<file path="src/rtl/cfgs_pkg.sv">
package cfgs_pkg;

  typedef enum logic [2:0] {
    ST_IDLE   = 3'd0,
    ST_HOLD   = 3'd1,
    ST_WAIT   = 3'd2,
    ST_STREAM = 3'd3,
    ST_CHECK  = 3'd4,
    ST_DONE   = 3'd5,
    ST_ERR    = 3'd6
  } cfgs_state_e;

  // Length of one hold-off period in system cycles.
  function automatic int unsigned hold_cycles(logic sel, int unsigned short_c,
                                              int unsigned long_c);
    return sel ? long_c : short_c;
  endfunction

  // System cycles spent in the stream state for a whole bitstream.
  function automatic int unsigned stream_cycles(int unsigned div, int unsigned nbytes);
    return 2 * div * nbytes;
  endfunction

  // Largest value any shared counter must reach.
  function automatic int unsigned cnt_top(int unsigned a, int unsigned b,
                                          int unsigned c, int unsigned d);
    int unsigned m;
    m = a;
    if (b > m) m = b;
    if (c > m) m = c;
    if (d > m) m = d;
    return m;
  endfunction

endpackage

</file>
<file path="src/rtl/cfgs_fsm.sv">
module cfgs_fsm
  import cfgs_pkg::*;
#(
  parameter int unsigned HOLD_SHORT = 24,
  parameter int unsigned HOLD_LONG  = 90,
  parameter int unsigned CLK_DIV    = 2,
  parameter int unsigned DONE_WAIT  = 10
) (
  input  logic        clk,
  input  logic        rst_n,
  input  logic        hold_sel,
  input  logic        hs_line_i,
  input  logic        done_cs_i,
  input  logic        dclk_q,
  input  logic        last_byte,
  output cfgs_state_e state,
  output logic        start_ev,
  output logic        rise_ev,
  output logic        next_ev,
  output logic        end_ev,
  output logic        clr_ev,
  output logic        abort_ev
);
  localparam int unsigned TOP_CNT = cnt_top(HOLD_SHORT, HOLD_LONG, CLK_DIV, DONE_WAIT);
  localparam int CNT_W = $clog2(TOP_CNT + 1);

  cfgs_state_e      st_d;
  logic [CNT_W-1:0] cnt, cnt_d;
  logic [CNT_W-1:0] hold_lim, div_lim, wait_lim;
  logic             in_tx, div_wrap, hold_end, ok_ev, tmo_ev;

  assign hold_lim = CNT_W'(hold_cycles(hold_sel, HOLD_SHORT, HOLD_LONG) - 1);
  assign div_lim  = CNT_W'(CLK_DIV - 1);
  assign wait_lim = CNT_W'(DONE_WAIT - 1);

  assign in_tx    = (state == ST_STREAM) || (state == ST_CHECK) || (state == ST_DONE);
  assign abort_ev = in_tx && !hs_line_i && !done_cs_i;
  assign div_wrap = (state == ST_STREAM) && (cnt == div_lim) && !abort_ev;
  assign hold_end = ((state == ST_HOLD) || (state == ST_ERR)) && (cnt == hold_lim);
  assign start_ev = (state == ST_WAIT) && hs_line_i && (cnt != '0);
  assign rise_ev  = div_wrap && !dclk_q;
  assign next_ev  = div_wrap && dclk_q && !last_byte;
  assign end_ev   = div_wrap && dclk_q && last_byte;
  assign clr_ev   = abort_ev || (state == ST_HOLD) || (state == ST_ERR);
  assign ok_ev    = (state == ST_CHECK) && !abort_ev && !done_cs_i;
  assign tmo_ev   = (state == ST_CHECK) && !abort_ev && done_cs_i && (cnt == wait_lim);

  always_comb begin
    st_d  = state;
    cnt_d = cnt + 1'b1;
    case (state)
      ST_IDLE: begin
        st_d  = ST_HOLD;
        cnt_d = '0;
      end
      ST_HOLD, ST_ERR: begin
        if (hold_end) begin
          st_d  = ST_WAIT;
          cnt_d = '0;
        end
      end
      ST_WAIT: begin
        cnt_d = CNT_W'(1);
        if (start_ev) begin
          st_d  = ST_STREAM;
          cnt_d = '0;
        end
      end
      ST_STREAM: begin
        if (abort_ev) begin
          st_d  = ST_WAIT;
          cnt_d = '0;
        end else if (div_wrap) begin
          cnt_d = '0;
          if (end_ev) st_d = ST_CHECK;
        end
      end
      ST_CHECK: begin
        if (abort_ev) begin
          st_d  = ST_WAIT;
          cnt_d = '0;
        end else if (ok_ev) begin
          st_d  = ST_DONE;
          cnt_d = '0;
        end else if (tmo_ev) begin
          st_d  = ST_ERR;
          cnt_d = '0;
        end
      end
      ST_DONE: begin
        cnt_d = '0;
        if (abort_ev) st_d = ST_WAIT;
      end
      default: begin
        st_d  = ST_IDLE;
        cnt_d = '0;
      end
    endcase
  end

  always_ff @(posedge clk or negedge rst_n) begin
    if (!rst_n) begin
      state <= ST_IDLE;
      cnt   <= '0;
    end else begin
      state <= st_d;
      cnt   <= cnt_d;
    end
  end

endmodule

</file>
<file path="src/rtl/cfgs_byte_path.sv">
module cfgs_byte_path #(
  parameter int unsigned ADDR_W    = 8,
  parameter int unsigned DATA_W    = 8,
  parameter int unsigned NUM_BYTES = 12
) (
  input  logic              clk,
  input  logic              rst_n,
  input  logic              clr_ev,
  input  logic              start_ev,
  input  logic              rise_ev,
  input  logic              next_ev,
  input  logic              end_ev,
  input  logic [DATA_W-1:0] mem_data_i,
  output logic [ADDR_W-1:0] addr_q,
  output logic [DATA_W-1:0] data_q,
  output logic              dclk_q,
  output logic              last_byte
);
  localparam int SENT_W = $clog2(NUM_BYTES + 1);

  logic [SENT_W-1:0] sent_q;

  assign last_byte = (sent_q == SENT_W'(NUM_BYTES));

  always_ff @(posedge clk or negedge rst_n) begin
    if (!rst_n) begin
      addr_q <= '0;
      data_q <= '0;
      dclk_q <= 1'b0;
      sent_q <= '0;
    end else if (clr_ev) begin
      addr_q <= '0;
      dclk_q <= 1'b0;
    end else if (start_ev) begin
      data_q <= mem_data_i;
      addr_q <= ADDR_W'(1);
      sent_q <= SENT_W'(1);
      dclk_q <= 1'b0;
    end else if (rise_ev) begin
      dclk_q <= 1'b1;
    end else if (next_ev) begin
      data_q <= mem_data_i;
      addr_q <= addr_q + 1'b1;
      sent_q <= sent_q + 1'b1;
      dclk_q <= 1'b0;
    end else if (end_ev) begin
      dclk_q <= 1'b0;
    end
  end

endmodule

</file>
<file path="src/rtl/cfgs_req_pulse.sv">
module cfgs_req_pulse #(
  parameter int unsigned REQ_CYC = 5
) (
  input  logic clk,
  input  logic rst_n,
  input  logic req_i,
  output logic drive_low_o
);
  localparam int REQ_W = $clog2(REQ_CYC + 1);

  logic [REQ_W-1:0] left_q;

  always_ff @(posedge clk or negedge rst_n) begin
    if (!rst_n)              left_q <= '0;
    else if (req_i)          left_q <= REQ_W'(REQ_CYC);
    else if (left_q != '0)   left_q <= left_q - 1'b1;
  end

  assign drive_low_o = (left_q != '0);

endmodule

</file>
<file path="src/rtl/cfg_stream_ctrl.sv">
module cfg_stream_ctrl
  import cfgs_pkg::*;
#(
  parameter int unsigned ADDR_W     = 8,
  parameter int unsigned DATA_W     = 8,
  parameter int unsigned NUM_BYTES  = 12,
  parameter int unsigned CLK_DIV    = 2,
  parameter int unsigned HOLD_SHORT = 24,
  parameter int unsigned HOLD_LONG  = 90,
  parameter int unsigned DONE_WAIT  = 10,
  parameter int unsigned REQ_CYC    = 5
) (
  input  logic              clk,
  input  logic              rst_n,
  input  logic              hold_sel,
  input  logic              hs_line_i,
  output logic              hs_drive_low_o,
  input  logic              done_cs_i,
  input  logic              reconf_req_i,
  output logic              reconf_drive_low_o,
  output logic [ADDR_W-1:0] mem_addr_o,
  input  logic [DATA_W-1:0] mem_data_i,
  output logic              dclk_o,
  output logic [DATA_W-1:0] data_o,
  output logic [2:0]        status_o
);
  cfgs_state_e state;
  logic start_ev, rise_ev, next_ev, end_ev, clr_ev, abort_ev;
  logic dclk_q, last_byte;

  cfgs_fsm #(
    .HOLD_SHORT(HOLD_SHORT), .HOLD_LONG(HOLD_LONG),
    .CLK_DIV(CLK_DIV), .DONE_WAIT(DONE_WAIT)
  ) u_fsm (
    .clk(clk), .rst_n(rst_n), .hold_sel(hold_sel), .hs_line_i(hs_line_i),
    .done_cs_i(done_cs_i), .dclk_q(dclk_q), .last_byte(last_byte),
    .state(state), .start_ev(start_ev), .rise_ev(rise_ev), .next_ev(next_ev),
    .end_ev(end_ev), .clr_ev(clr_ev), .abort_ev(abort_ev)
  );

  cfgs_byte_path #(
    .ADDR_W(ADDR_W), .DATA_W(DATA_W), .NUM_BYTES(NUM_BYTES)
  ) u_bytes (
    .clk(clk), .rst_n(rst_n), .clr_ev(clr_ev), .start_ev(start_ev),
    .rise_ev(rise_ev), .next_ev(next_ev), .end_ev(end_ev),
    .mem_data_i(mem_data_i), .addr_q(mem_addr_o), .data_q(data_o),
    .dclk_q(dclk_q), .last_byte(last_byte)
  );

  cfgs_req_pulse #(.REQ_CYC(REQ_CYC)) u_req (
    .clk(clk), .rst_n(rst_n), .req_i(reconf_req_i), .drive_low_o(reconf_drive_low_o)
  );

  assign hs_drive_low_o = (state == ST_IDLE) || (state == ST_HOLD) || (state == ST_ERR);
  assign dclk_o         = dclk_q;
  assign status_o       = state;

endmodule

</file>
<file path="config.mk">
export PLATFORM = sky130hd
export DESIGN_NAME = cfg_stream_ctrl
export DESIGN_NICKNAME = d
export VERILOG_FILES = /design/src/rtl/cfgs_pkg.sv /design/src/rtl/cfgs_fsm.sv /design/src/rtl/cfgs_byte_path.sv /design/src/rtl/cfgs_req_pulse.sv /design/src/rtl/cfg_stream_ctrl.sv
export SDC_FILE = /design/constraint.sdc
export NUM_CORES = 1
export LEC_CHECK = 0
export ABC_AREA = 1
export BUFFER_PORTS_ARGS = -buffer_cell sky130_fd_sc_hd__clkbuf_2
export CAP_MARGIN = 20
export CORE_UTILIZATION = 39
export CTS_CLUSTER_DIAMETER = 30
export DETAILED_ROUTE_END_ITERATION = 12
export PLACE_DENSITY_LB_ADDON = 0.1
export SLEW_MARGIN = 20
export SYNTH_ARGS = -nofsm -noshare
export SYNTH_HDL_FRONTEND = slang
export SYNTH_SLANG_ARGS = --single-unit
</file>
<file path="constraint.sdc">
create_clock -name clk -period 1.6 [get_ports clk]
set_clock_uncertainty 0.1 [all_clocks]
set_input_delay 0.08 -clock clk [delete_from_list [all_inputs] [get_ports clk]]
set_output_delay 0.08 -clock clk [all_outputs]
set_load 0.01 [all_outputs]
</file>
After elaboration in Yosys (flattened, before gate mapping):

Cells that the tools add are included.

* add/subtract/negate cells: 5
* $mul: 0
* divide/modulo/power cells: 0
* order comparisons: 0
* equality and inequality tests: 18
* shifts and indexed selects: 0
* multiplexer cells: 36
* bitwise logic cells: 1
* reduce and logical (&&, ||, !) cells: 38

Operator list (number)
* $mux W8: 7
* $mux W7: 7
* $mux W3: 11
* $pmux W7 S4: 1
* $pmux W3 S6: 1
* $logic_and A1 B1 Y1: 15
* $mux W4: 3
* $eq A3 B3 Y1 const B: 3
* $add A8 B1 Y8 const B: 1
* $add A7 B1 Y7 const B: 1
* $eq A7 B1 Y1 const B: 1
* $eq A7 B4 Y1 const B: 1
* $eq A7 B7 Y1: 1
* $logic_or A1 B1 Y1: 7
* $reduce_bool A7 Y1: 1
* $sub A7 B1 Y7 const B: 1
* $eq A3 B2 Y1 const B: 2
* $mux W1: 6
* $ne A3 B2 Y1 const B: 2
* $reduce_and A6 Y1: 1
* $reduce_bool A3 Y1: 2
* $logic_not A1 Y1: 5
* $reduce_bool A5 Y1: 1
* $add A4 B1 Y4 const B: 1
* other kinds (13): 16

* register bits: 34
* bits in latches: 0
* bits in writable memories: 0
* memory bits (read-only): 0
* logic and storage cells: 105
* memories: 0

Depth between registers and ports, before layout:

* depth in word-level cells: 14
* mapped depth: 13

Cells and area by module:

From an unflattened synthesis, not the netlist that was laid out.

* cells, all modules: 277
* area total of the unflattened synthesis: 2078.2 um2

Modules (own cells, without submodules)
* cfgs_byte_path: times used 1, cells each 130, area each 1063.5 um2
* cfgs_fsm: times used 1, cells each 119, area each 818.3 um2
* cfgs_req_pulse: times used 1, cells each 22, area each 172.7 um2
* cfg_stream_ctrl: times used 1, cells each 6, area each 23.8 um2

Least setup slack after synthesis:

Ideal clock, no wire load.

* path type: register to register
* start point: register u_fsm.cnt[1]
* end point: register u_bytes.sent_q[3]
* arrival: 1.433 ns
* data required time: 1.374 ns
* path slack: -0.059 ns
* cell stages (with the launch flop): 11
* path buffers: 1
* period minus slack after synthesis: 1.659 ns
* path through: dfrtp_1 inv_1 ha_1 nand3_1 nor2_4 nand2_4 nor2_8 nand2_4 nand2_4 buf_6 o21ai_0

* cells in the longest elaborated chain, start to end: 7
* elaborated cells on any way between the ends: 12
* those cells by class: 2 x eq/ne; 1 x mux; 9 x reduce/logical

RTL lines
* start, declared: RTL line cfgs_fsm.sv:28 `logic [CNT_W-1:0] cnt, cnt_d;`
* start signal, assigned: RTL line cfgs_fsm.sv:107 `cnt <= cnt_d;`
* $eq A7 B1 Y1: RTL line cfgs_fsm.sv:38 `assign div_wrap = (state == ST_STREAM) && (cnt == div_lim) && !abort_ev;`
* $logic_and A1 B1 Y1 (2 in series): RTL line cfgs_fsm.sv:38
* $logic_and A1 B1 Y1 (2 in series): RTL line cfgs_fsm.sv:42 `assign next_ev = div_wrap && dclk_q && !last_byte;`
* $reduce_bool A2 Y1 (no line)
* $reduce_and A3 Y1 (no line)
* end signal, assigned: RTL line cfgs_byte_path.sv:44 `sent_q <= sent_q + 1'b1;`
* end, declared: RTL line cfgs_byte_path.sv:21 `logic [SENT_W-1:0] sent_q;`

Parallel ways exist; a longest one is shown, timed or not.
A chain may end at the register's enable or synchronous reset.

Final worst setup path:

* start point: register u_fsm.cnt[0]
* end point: register u_bytes.data_q[5]

* cells in the longest elaborated chain, start to end: 7
* elaborated cells on any way between the ends: 12
* those cells by class: 2 x eq/ne; 1 x mux; 9 x reduce/logical

RTL lines
* $eq A7 B1 Y1: RTL line cfgs_fsm.sv:38
* $logic_and A1 B1 Y1 (2 in series): RTL line cfgs_fsm.sv:38
* $logic_and A1 B1 Y1 (2 in series): RTL line cfgs_fsm.sv:42
* $reduce_bool A2 Y1 (no line)
* $reduce_and A3 Y1 (no line)
* end signal, assigned: RTL line cfgs_byte_path.sv:35 `data_q <= mem_data_i;`
* end signal, assigned: RTL line cfgs_byte_path.sv:42 `data_q <= mem_data_i;`
* end, declared: RTL line cfgs_byte_path.sv:15 `output logic [DATA_W-1:0] data_q,`

Parallel ways exist; a longest one is shown, timed or not.

==> run metrics <==
status=finished, violations left; failing checks=negative setup slack; Clock transition at path regs=0.07 ns; worst skew pair latency=0.28 ns; post-synthesis instance total=273; clk sink count=34; Yosys cell types=31; post-synthesis net count=295; pwr dens=1440 nW/um^2; H-tree depth=2; routability cong.=0.833; Std-Cell Rows=26; DR DRC count=0; initial cell density of the core=40.4%; Vias/cell=4.58; Layout area overhead=51.7%; final max-slew violation count=0; chip height=74.5 um; WL final=4770 um; CTS root buffer=clkbuf_8; syn_area_per_cell=7.51 um^2; Req. time, crit path=1.68 ns; crit end category=register; Slew HR=67.9%; CP max FO=5; final setup margin=-0.0386 ns; clk buf depth=2; fillers=471; final hold vios=0; CTS tree=yes; leak pwr=1.68 nW; VDD IR max=1040 uV; DRT iter0 DRCs=50; gr busiest metal=met2; share of cells above drive strength 1=43.7%; register area share after synthesis=41.5%; via count=1997; Worst Hold Class=in2reg; met3 usage=2.85%; die width=74.5 um; port bufs=35; antenna diode count=0; Hold WS=0.156 ns; io pins=36; Startpoint Class=register; global-route wire length before repair=8050 um; final period utilization=102%; Die Area=5550 um^2; grt ovf=0; fin crit period=1.64 ns; GRT Total Usage=19.0%; first-pass iteration count of the detailed router=4; CTS buffer count=5; post-route antenna net violation count=0; met1 usage=24.9%; Setup CP Type=reg2reg; GR Util met2=31.5%; CORE AREA=5070 um^2; RSZ-0062 raised after global routing=true; initial antenna violation count=0; vias in the first global route=1868; Fmax achieved=610 MHz; Setup-failing EPs final=16; fin util=61.3%; Max Cap Viol=0; worst slew pin tran=0.481 ns; DP Wirelength=3400 um; arrival time at the worst endpoint=1.72 ns; largest net degree at the start of global routing=19; synthesized area=2050 um^2; Ys Warns=0; register bit total from synthesis=34; Final #Nets=387; wire per inst=10.9 um
==> cells by family after synthesis <==
| kind of cell | Yosys count | synth area share [%] |
|---|---|---|
| adders and majority gates | 8 | 4.88 |
| DFF | 34 | 41.5 |
| buffers and inverters | 47 | 9.15 |
| xor gates and xnor gates | 5 | 2.14 |
| and+or+nand+nor | 153 | 35.2 |
| AOI/OAI and AO/OA | 26 | 7.14 |
==> layer usage <==
metal / vias up / share of wire [%]
li1: 1043 / -
met1: 914 / 47
met2: 34 / 49
met3: 6 / 2.6
met4: 0 / 1.4
met5: - / 0
==> layout by cell type (no fill, tap or decap), drive strengths merged <==
master,count
o21ai,15
clkbuf,40
nand2,86
dfrtp,34
o211ai,2
xnor2,1
nand3,22
nor2,31
nor3,7
ha,8
buf,39
dlygate4sd3,10
o21a,1
or2,1
a21oi,5
inv,47
a31oi,2
a21o,1
xor2,4
nand4,5
clkinv,2
nand3b,2
bufinv,1
==> layout make-up <==
class	count	area [um^2]	share of cell area (%)
inverters	45	189	6.07
clock buffers	5	68.8	2.21
clock inverters	3	40.0	1.29
well taps	70	87.6	2.81
repair buffers	84	619	19.9
flip-flops and latches	34	856	27.5
repair inverters	2	15.0	0.483
multi-input cells	193	1240	39.7
==> through the flow <==
step                      power, mW  cells  setup TNS, ns  instance area [um^2]  setup slack, ns
after CTS                      4.25    436         -0.926                  2960          -0.0567
after global routing           4.81    436          -2.96                  3110           -0.129
after floorplan                2.42    273        -0.0183                  2070          -0.0176
after global placement         3.20    412         -0.675                  2610          -0.0588
final                          4.48    436         -0.339                  3110          -0.0386
after detailed placement       3.22    412          -1.17                  2610          -0.0978
==> registers in the layout, summed over array words and instances (netlist names) <==
name / count
u_req.left_q: 3
u_fsm.state: 3
u_bytes.addr_q: 8
u_bytes.sent_q: 4
u_fsm.cnt: 7
u_bytes.data_q: 8
u_bytes.dclk_q: 1
==> worst paths after layout <==
check / start / slack (ns) / to / cells after the start
setup / recovery: u_fsm.cnt[0] / -0.04 / u_bytes.data_q[5] / 11
hold / removal: hs_line_i / 0.16 / u_fsm.state[0] / 5
setup reg to reg: u_fsm.cnt[0] / -0.04 / u_bytes.data_q[5] / 11
hold reg to reg: u_bytes.data_q[1] / 0.38 / u_bytes.data_q[1] / 2
max in group asynchronous: rst_n / 0.75 / u_bytes.addr_q[4] / 3
min in group asynchronous: rst_n / 0.19 / u_fsm.cnt[1] / 2
==> synthesized netlist by cell type <==
cell type | number | area share [%]
nand2_4 | 4 | 2.2
nand2_1 | 79 | 14
ha_1 | 8 | 4.9
nand3b_1 | 2 | 0.73
a21oi_1 | 4 | 0.98
nor2_8 | 1 | 0.98
nor2_1 | 26 | 4.8
dfrtp_1 | 34 | 41
nand3_1 | 20 | 4.9
nor2_2 | 2 | 0.61
buf_2 | 1 | 0.24
a21o_1 | 1 | 0.37
xor2_1 | 4 | 1.7
inv_2 | 6 | 1.1
nor2_4 | 2 | 1.1
nand3_4 | 1 | 0.85
or2_2 | 1 | 0.31
a31oi_1 | 2 | 0.61
inv_1 | 38 | 7.0
o21a_1 | 1 | 0.37
nand2_2 | 2 | 0.61
inv_4 | 1 | 0.31
nor3_1 | 7 | 1.7
o21ai_0 | 10 | 2.4
nand3_2 | 1 | 0.49
o21ai_1 | 5 | 1.2
o211ai_1 | 2 | 0.73
buf_6 | 1 | 0.55
nand4_1 | 5 | 1.5
xnor2_1 | 1 | 0.43
a21oi_2 | 1 | 0.43
==> what timing repair did <==
item                                    CTS  global route
endpoints found under the setup margin   26            31
hold endpoints to repair                 25             0
gates cloned                              3             0
buffers inserted                          3             0
gates resized for setup                  28            49
hold buffers                             10             0
pin swaps                                12            21
==> critical path: stages, from the launching register on <==
cell and delay [ns]:
dfrtp_2 0.45, inv_2 0.07, ha_2 0.15, inv_1 0.03
nor2_1 0.09, nand2_1 0.09, nand2_4 0.13, buf_12 0.13
nand2_8 0.07, buf_6 0.14, nand2_2 0.04, nand2_1 0.05
==> power by group <==
part	leakage, nW	total (mW)	switching [mW]	internal [mW]
Sequential	0.438	1.31	0.217	1.09
Combinational	1.18	2.38	1.31	1.07
Clock	0.0579	0.783	0.325	0.458
No activity file was read; power rests on OpenSTA's default activity.
